`src/rtl/seqcnt_pkg.sv`:
```
package seqcnt_pkg;

  localparam int CODE_W = 3;
  localparam int NUM_CODES = 1 << CODE_W;

  typedef logic [CODE_W-1:0] code_t;

  localparam code_t HOME_CODE = 3'b000;

  // Next code from the fixed Boolean equations; c = bit 2, a = bit 0.
  function automatic code_t eqn_next(input code_t cur);
    logic c, b, a;
    c = cur[2];
    b = cur[1];
    a = cur[0];
    return {a, (~b) | (~a & ~c), b & ~c};
  endfunction

  // Membership in the five-code cycle, written as a code list.
  function automatic logic is_cycle_code(input code_t cur);
    return (cur == 3'b000) || (cur == 3'b010) || (cur == 3'b011) ||
           (cur == 3'b101) || (cur == 3'b110);
  endfunction

  // Intended cycle successor, written as a table for cross-checking.
  function automatic code_t cycle_succ(input code_t cur);
    case (cur)
      3'b000:  return 3'b010;
      3'b010:  return 3'b011;
      3'b011:  return 3'b101;
      3'b101:  return 3'b110;
      default: return 3'b000;
    endcase
  endfunction

endpackage

```
`src/rtl/seqcnt_next.sv`:
```
module seqcnt_next
  import seqcnt_pkg::*;
(
  input  code_t cur_code,
  output code_t nxt_code,
  output logic  cur_in_cycle
);

  assign nxt_code     = eqn_next(cur_code);
  assign cur_in_cycle = is_cycle_code(cur_code);

endmodule

```
`src/rtl/seqcnt_reg.sv`:
```
module seqcnt_reg
  import seqcnt_pkg::*;
#(
  parameter code_t RESET_CODE = HOME_CODE
) (
  input  logic  clk,
  input  logic  rst,
  input  logic  seed_en,
  input  code_t seed_val,
  input  code_t adv_code,
  output code_t q
);

  always_ff @(posedge clk) begin
    if (rst)
      q <= RESET_CODE;
    else if (seed_en)
      q <= seed_val;
    else
      q <= adv_code;
  end


  reset_value_chk: assert property (@(posedge clk) rst |=> q == RESET_CODE);


  seed_load_chk: assert property (@(posedge clk) disable iff (rst)
    seed_en |=> q == $past(seed_val));

endmodule

```
`src/rtl/self_start_seq_counter.sv`:
```
module self_start_seq_counter
  import seqcnt_pkg::*;
(
  input  logic       clk,
  input  logic       rst,
  input  logic       seed_en,
  input  logic [2:0] seed_val,
  output logic [2:0] state
);

  code_t cur_q;
  code_t adv_code;
  logic  in_cycle;
  logic  free_step;

  seqcnt_next u_next (
    .cur_code     (cur_q),
    .nxt_code     (adv_code),
    .cur_in_cycle (in_cycle)
  );

  seqcnt_reg #(.RESET_CODE(HOME_CODE)) u_reg (
    .clk      (clk),
    .rst      (rst),
    .seed_en  (seed_en),
    .seed_val (seed_val),
    .adv_code (adv_code),
    .q        (cur_q)
  );

  assign state     = cur_q;
  assign free_step = !rst && !seed_en;


  cycle_order_chk: assert property (@(posedge clk) disable iff (rst)
    (free_step && in_cycle) |=> state == cycle_succ($past(state)));


  unused_001_chk: assert property (@(posedge clk) disable iff (rst)
    (free_step && state == 3'b001) |=> state == 3'b110);


  unused_100_chk: assert property (@(posedge clk) disable iff (rst)
    (free_step && state == 3'b100) |=> state == 3'b010);


  unused_111_chk: assert property (@(posedge clk) disable iff (rst)
    (free_step && state == 3'b111) |=> state == 3'b100);


  stay_in_cycle_chk: assert property (@(posedge clk) disable iff (rst)
    (free_step && in_cycle) |=> is_cycle_code(state));

endmodule

```
`config.mk`:
```
export PLATFORM = sky130hd
export DESIGN_NAME = self_start_seq_counter
export DESIGN_NICKNAME = d
export VERILOG_FILES = /design/src/rtl/seqcnt_pkg.sv /design/src/rtl/seqcnt_next.sv /design/src/rtl/seqcnt_reg.sv /design/src/rtl/self_start_seq_counter.sv
export SDC_FILE = /design/constraint.sdc
export NUM_CORES = 1
export LEC_CHECK = 0
export ABC_AREA = 1
export CAP_MARGIN = 5
export CORE_AREA = 3 3 40 42
export CTS_CLUSTER_SIZE = 24
export DETAILED_ROUTE_END_ITERATION = 16
export DIE_AREA = 0 0 43 45
export DONT_BUFFER_PORTS = 1
export PLACE_DENSITY = 0.34
export SETUP_SLACK_MARGIN = 0.4
export SLEW_MARGIN = 40
export SYNTH_ARGS = -nofsm -noshare
export SYNTH_HDL_FRONTEND = slang
export SYNTH_HIERARCHICAL = 1
export SYNTH_SLANG_ARGS = --single-unit
```
`constraint.sdc`:
```
create_clock -name clk -period 1.1 [get_ports clk]
set_input_delay 0.11 -clock clk [delete_from_list [all_inputs] [get_ports clk]]
set_output_delay 0.11 -clock clk [all_outputs]
set_load 0.02 [all_outputs]
```
==> results.md <==
* Commonest cells after routing, fill and taps aside: nor2_1, nand2_1, inv_1, clkbuf_4, dfxtp_4
* CTS tree: yes
* Area Growth Syn to Fin at 34.2%
* Vias/cell at 3.22
* Fin Setup TNS at 0 ps
* Post-Syn Area at 143 um2
* Final Max Slew Viols at 0
* Static leakage at 0.0976 nW
* Largest registers: u_reg/q: 3 flops
* Syn Area/Cell at 6.20 um2
* Pre-antenna DRT Iters at 3
* Number of DRC markers in iteration 0 at 2
* CTS Buffer Depth at 2
* DP Worst Slack at 368 ps
* Chip height at 45 um
* Clock transition at path regs at 40 ps
* Number of diodes at 0
* Root Buffer: clkbuf_4
* Gr ovfl total at 0
* Die area at 1940 um2
* Reg-to-Reg Start: u_reg/q[2]
* Worst EP arrival at 850 ps
* Pint at 0.000262 W
* Routability Congestion at 0.644
* Power Density at 1830 nW/um2
* Final Hold Fails at 0
* Clock insertion delay at the later pin of the skew report at 230 ps
* Number of clock buffers inserted by TritonCTS at 3
* Max H-tree Level at 1
* Switching Share at 25.2%
* Post-Synthesis Cells at 23
* Minimum clock period after layout at 724 ps
* VDD IR-drop max at 232 uV
* Post-Route WL at 343 um
* CTS sink cnt at 3
* Worst Path Max Fanout at 3
* Slew margin rel. at 92.5%
* Slew @ Worst Pin at 112 ps
* DRC viols at 0
* Worst Setup SP: u_reg/q[2]
* Final period utilization at 65.8%
* IO Pins at 9
* Initial antenna violation count at 0
* Most flops, register: u_reg/q
* Final setup viols at 0
* Hold path cells at 2
* Cell Rows at 13
* Final ANT Viol Nets at 0
* Unrepaired setup endpoints after global routing: yes
* Dpl cells at 37
* Power share of the combinational group at 6.3%
* Vias post-DR at 132
* Crit path launch type: register
* Post-Layout Cell Count at 41
* Cts hold-fix bufs at 0
* Initial core utilization at 11.1%
* Critical Path RT at 1220 ps
* Mapped Nets at 29
* PortBufs at 0
* Core footprint at 1280 um2
* Fin nets at 33
* Clk pwr share at 55.3%
* Wire length per cell at 8.37 um
* Vias in the first global route at 134
* Switch Pwr at 0.0000881 W
* Hold Startpoint: seed_en
* Worst min path class: in -> reg
* Postcts setup bufs at 0
* Yosys Warn Count at 6
* Largest register FFs at 3
* Crit path capture type: register
* Total of max-cap violations at 0
* Final hold slack at 7.79 ps
* Fmax at 1380 MHz
* Die W at 43 um
* Largest net degree at the start of global routing at 7
* Global-route usage over all layers at 4.99%
* Worst Skew at 2.29 ps
* Crit Path Class: reg -> reg
* Fin util at 14.9%
* Worst r2r path cells at 3
* Final worst setup slack at 376 ps
* Layout cells sized above 1 at 30.8%
* First-pass GRT wire length at 586 um
* Sequential share of power at 38.4%
* Status: complete, no violations
path summary, 6_finish.rpt:
path / slack, ps / to
min reg2reg: 540 / u_reg/q[2]
max reg2reg: 380 / u_reg/q[1]
max: 380 / u_reg/q[1]
min: 8 / u_reg/q[0]
power by group through the flow:
| stage | Sequential, W | Clock, W | Combinational (W) |
|---|---|---|---|
| floorplan | 0.000135 | 0 | 0.0000216 |
| global placement | 0.000136 | 0 | 0.0000214 |
| detailed placement | 0.000137 | 0 | 0.0000217 |
| CTS | 0.000134 | 0.000207 | 0.0000218 |
| global route | 0.000136 | 0.000231 | 0.0000259 |
| finish | 0.000135 | 0.000194 | 0.0000220 |
repair_timing:
action	4_1_cts	5_1_grt
endpoints found under the hold margin	0	0
endpoints found under the setup margin	4	5
resized for setup	1	1
pin swaps	1	1
per-stage QoR:
step / total power (W) / area (um2)
final: 0.000350 / 191
after global routing: 0.000393 / 191
after CTS: 0.000363 / 191
after detailed placement: 0.000159 / 163
after global placement: 0.000158 / 163
after floorplan: 0.000156 / 151
metal layers:
layer  routed length (um)  track usage, %  up-vias
met5                    0               0        -
met4                    0            7.23        0
met3                   44            4.38        0
met2                  129            3.89        8
met1                  170            5.76       53
li1                     -               -       71
worst max-delay path: stages, from the launching register on:
cell,delay [ps]
dfxtp_4,380
o21ai_1,80
nor2_1,100
nor2_1,50
area by class of cell:
cell class,count,area [um2]
Tap cell,15,18.8
Fill cell,151,1090
Multi-Input combinational cell,14,56.3
Sequential cell,3,71.3
Inverter,5,18.8
Clock buffer,4,26.3
(Power assumes the default switching activity.)
